**src/rtl/pixclk_div.sv**
```systemverilog
module pixclk_div #(
  parameter int DIV_W = 8
) (
  input  logic             clk,
  input  logic             rst_n,
  input  logic             en,
  input  logic [DIV_W-1:0] divisor,
  input  logic             passive_mode,
  input  logic             fifo_underrun,
  input  logic             dbl_pix_mode,
  output logic             pix_clk,
  output logic             pix_rise,
  output logic             pix_fall,
  output logic             cfg_err
);

  localparam logic [DIV_W-1:0] MIN_DBL = DIV_W'(1);

  logic [DIV_W-1:0] cnt_q;
  logic [DIV_W-1:0] div_q;
  logic [DIV_W-1:0] div_eff;
  logic             stall;
  logic             hit;

  assign cfg_err = dbl_pix_mode && (divisor == '0);
  assign div_eff = cfg_err ? MIN_DBL : divisor;
  assign stall   = passive_mode && fifo_underrun;
  assign hit     = (cnt_q == div_q);

  always_ff @(posedge clk) begin
    if (!rst_n) begin
      cnt_q    <= '0;
      div_q    <= '0;
      pix_clk  <= 1'b0;
      pix_rise <= 1'b0;
      pix_fall <= 1'b0;
    end else if (!en) begin
      cnt_q    <= '0;
      div_q    <= div_eff;
      pix_clk  <= 1'b0;
      pix_rise <= 1'b0;
      pix_fall <= 1'b0;
    end else if (stall) begin
      pix_rise <= 1'b0;
      pix_fall <= 1'b0;
    end else if (hit) begin
      cnt_q    <= '0;
      pix_clk  <= ~pix_clk;
      pix_rise <= ~pix_clk;
      pix_fall <= pix_clk;
      if (pix_clk) div_q <= div_eff;
    end else begin
      cnt_q    <= cnt_q + DIV_W'(1);
      pix_rise <= 1'b0;
      pix_fall <= 1'b0;
    end
  end

endmodule


```
**config.mk**
```make
export PLATFORM = sky130hd
export DESIGN_NAME = pixclk_div
export DESIGN_NICKNAME = d
export VERILOG_FILES = /design/src/rtl/pixclk_div.sv
export SDC_FILE = /design/constraint.sdc
export NUM_CORES = 1
export LEC_CHECK = 0
export BUFFER_PORTS_ARGS = -buffer_cell sky130_fd_sc_hd__buf_4
export CAP_MARGIN = 20
export CORE_MARGIN = 1
export CORE_UTILIZATION = 50
export CTS_CLUSTER_SIZE = 10
export DETAILED_ROUTE_END_ITERATION = 10
export PLACE_DENSITY = 0.75
export SLEW_MARGIN = 20
export SYNTH_ARGS = -nofsm -noshare
export SYNTH_HDL_FRONTEND = slang
export SYNTH_SLANG_ARGS = --single-unit
```
**constraint.sdc**
```tcl
create_clock -name clk -period 2.1 [get_ports clk]
set_input_delay 0 -clock clk [delete_from_list [all_inputs] [get_ports clk]]
set_output_delay 0 -clock clk [all_outputs]
set_load 0.01 [all_outputs]
```
==> metrics.txt <==
setup TNS 0 ps; I/O pins 18; worst skew pair latency 290 ps; Final Hold Fails 0; n_diodes 0; Internal 513 µW; initial antenna violation count 0; Synth Instances 104; WL/cell 12.2 µm; First-pass DRT Iterations 4; Worst Setup Slack post-DPL 603 ps; register share of total power 55.9%; clk sinks 19; placed cells 143; HP Start rst_n; gpl congestion 0.798; Starting Density 54.0%; final core occ 69.5%; Post-Route WL 1.92 mm; Die H 45.4 µm; yosys warns 0; Final min period 1500 ps; mean post-synth cell area 9.06 µm²; Die W 45.4 µm; Non-Filler Instances 157; Clk pwr share 26.3%; DR iter-0 viols 20; fin nets 148; VDD IR-drop max 362 µV; share of power burned in combinational logic 17.8%; Num CTS Buffers 3; Worst EP arrival 1740 ps; top post-synthesis cells by area dfxtp_1 (40%), nand2_1 (9.2%), mux2i_1 (8.5%), xnor2_1 (8.4%), xor2_1 (5.6%); number of max-cap violations 0; post-synthesis register bit count 19; CP Capture Type register; Worst setup SP type register; post-CTS setup buffers 0; power density cells 571 nW/µm²; Slew HR 63.7%; DRC errors left 0; Setup WS post-layout 595 ps; Net Count, Synth 119; largest net degree at the start of global routing 19; crit-path max cell delay 450 ps; CTS clk-pin slew, worst paths 110 ps; die area 2060 µm²; floorplan row count 15; CTS tree yes; P&R area growth vs syn 28.8%; share of layout cells above drive strength 1 18.9%; WS Path Type register to register; fin crit share 71.7%; Final ANT Viol Nets 0; critical path's slowest cell dfxtp_1; commonest non-fill, non-tap cell in the layout nand2_1; Worst EP required 2330 ps; hold slack final 34.3 ps; largest area contributor in the netlist dfxtp_1; critical path cell sequence xnor2_1, and4_4, a41oi_4, mux2i_1; H-tree Lvls 1; post-synth top area share 40.4%; Switching Share 26.1%; Synth Cell Area 942 µm²; Seq/Total Area, Yosys 40.4%; GRT Total Usage 22.1%; Worst-Margin Slew 539 ps; first-pass GRT wire length 3.24 mm; CTS Buffer Depth 2; vias in the first global route 751; Worst Clk Skew 6.52 ps; outcome completed; Final setup viols 0; Hold Path Class input port to register; PortBufs 17; worst r2r src cnt_q[3]; drt via density 5.13; RSZ-0062 raised after global routing false; Max FO, Critical Path 8; CP Launch Point cnt_q[3]; Fmax 665 MHz; CTS root buffer clkbuf_4; HPWL after DPL 1.28 mm; CORE AREA 1750 µm²; GR Overflow Total 0; fin. max-slew vios 0; Sw Pwr 181 µW; most frequent cells in the layout nand2_1 (23), dfxtp_1 (19), buf_4 (17); P_leak 0.490 nW; vias 805; Yosys cell types 27
-- state kept, by name, indices dropped and copies added, names as in the netlist --
| signal | cells |
|---|---|
| pix_clk | 1 |
| pix_rise | 1 |
| pix_fall | 1 |
| div_q | 8 |
| cnt_q | 8 |
-- cells by family after synthesis --
kind of cell	synth area share, %
AOI/OAI and AO/OA	7.31
xor gates and xnor gates	13.9
adders and majority gates	1.33
buffers and inverters	1.99
DFF	40.4
muxes	8.50
and+or+nand+nor	26.6
-- routing by layer --
| metal | wire [µm] | GRT usage [%] | up-vias |
|---|---|---|---|
| met4 | 13 | 9.09 | 0 |
| met2 | 952 | 36.3 | 16 |
| met1 | 905 | 27.8 | 372 |
| met3 | 45 | 4.76 | 2 |
| li1 | - | - | 415 |
| met5 | 0 | 0 | - |
-- critical path, delay by kind of cell (launching register included) --
| family | cells | cell delay (ps) |
|---|---|---|
| flip-flops | 1 | 450 |
| AO/OA/AOI/OAI | 1 | 430 |
| multiplexers | 1 | 240 |
| AND/OR/NAND/NOR | 1 | 210 |
| XOR/XNOR | 1 | 110 |
-- cell type report --
| cell class | count | area [µm²] |
|---|---|---|
| multi-input cells | 81 | 543 |
| repair buffers | 27 | 228 |
| inverters | 1 | 3.75 |
| clock buffers | 3 | 22.5 |
| flip-flops and latches | 19 | 380 |
| fillers | 149 | 532 |
| clock inverters | 1 | 5.00 |
| well taps | 25 | 31.3 |
-- power by group through the flow --
| stage | Combinational, mW | Sequential, mW | Clock (mW) |
|---|---|---|---|
| 3_5_place_dp | 0.108 | 0.395 | 0 |
| 5_1_grt | 0.135 | 0.389 | 0.205 |
| 4_1_cts | 0.123 | 0.387 | 0.191 |
| 3_3_place_gp | 0.106 | 0.395 | 0 |
| 6_report | 0.124 | 0.387 | 0.182 |
| 2_1_floorplan | 0.0737 | 0.393 | 0 |
-- what timing repair did --
item / CTS / global route
hold buffers: 10 / 0
hold endpoints to repair: 9 / 0
endpoints found under the setup margin: 0 / 0
resized for setup: 0 / 0
-- worst paths after layout --
path	end	slack [ps]	cells after the start
setup / recovery	div_q[4]	600	4
hold / removal	div_q[0]	30	3
setup reg to reg	div_q[4]	600	4
hold reg to reg	div_q[7]	490	2
-- through the flow --
| stage | area (µm²) | power (mW) |
|---|---|---|
| after floorplan | 942 | 0.466 |
| after global placement | 1090 | 0.501 |
| after detailed placement | 1090 | 0.504 |
| after CTS | 1210 | 0.701 |
| after global routing | 1210 | 0.730 |
| final | 1210 | 0.693 |
-- synthesized netlist by cell type, drive strengths merged --
| cell type | n |
|---|---|
| nand3 | 3 |
| a31o | 1 |
| ha | 1 |
| nor3 | 1 |
| nand2 | 23 |
| and4 | 3 |
| inv | 1 |
| a21o | 1 |
| or4 | 1 |
| xor2 | 6 |
| nor4b | 1 |
| nand4 | 4 |
| nor3b | 1 |
| nor2 | 8 |
| mux2i | 8 |
| xnor2 | 9 |
| a21oi | 2 |
| buf | 1 |
| and2 | 3 |
| o31ai | 1 |
| nor4 | 1 |
| and3 | 1 |
| a21boi | 1 |
| a41oi | 1 |
| dfxtp | 19 |
| clkbuf | 2 |
(Power assumes the default switching activity.)
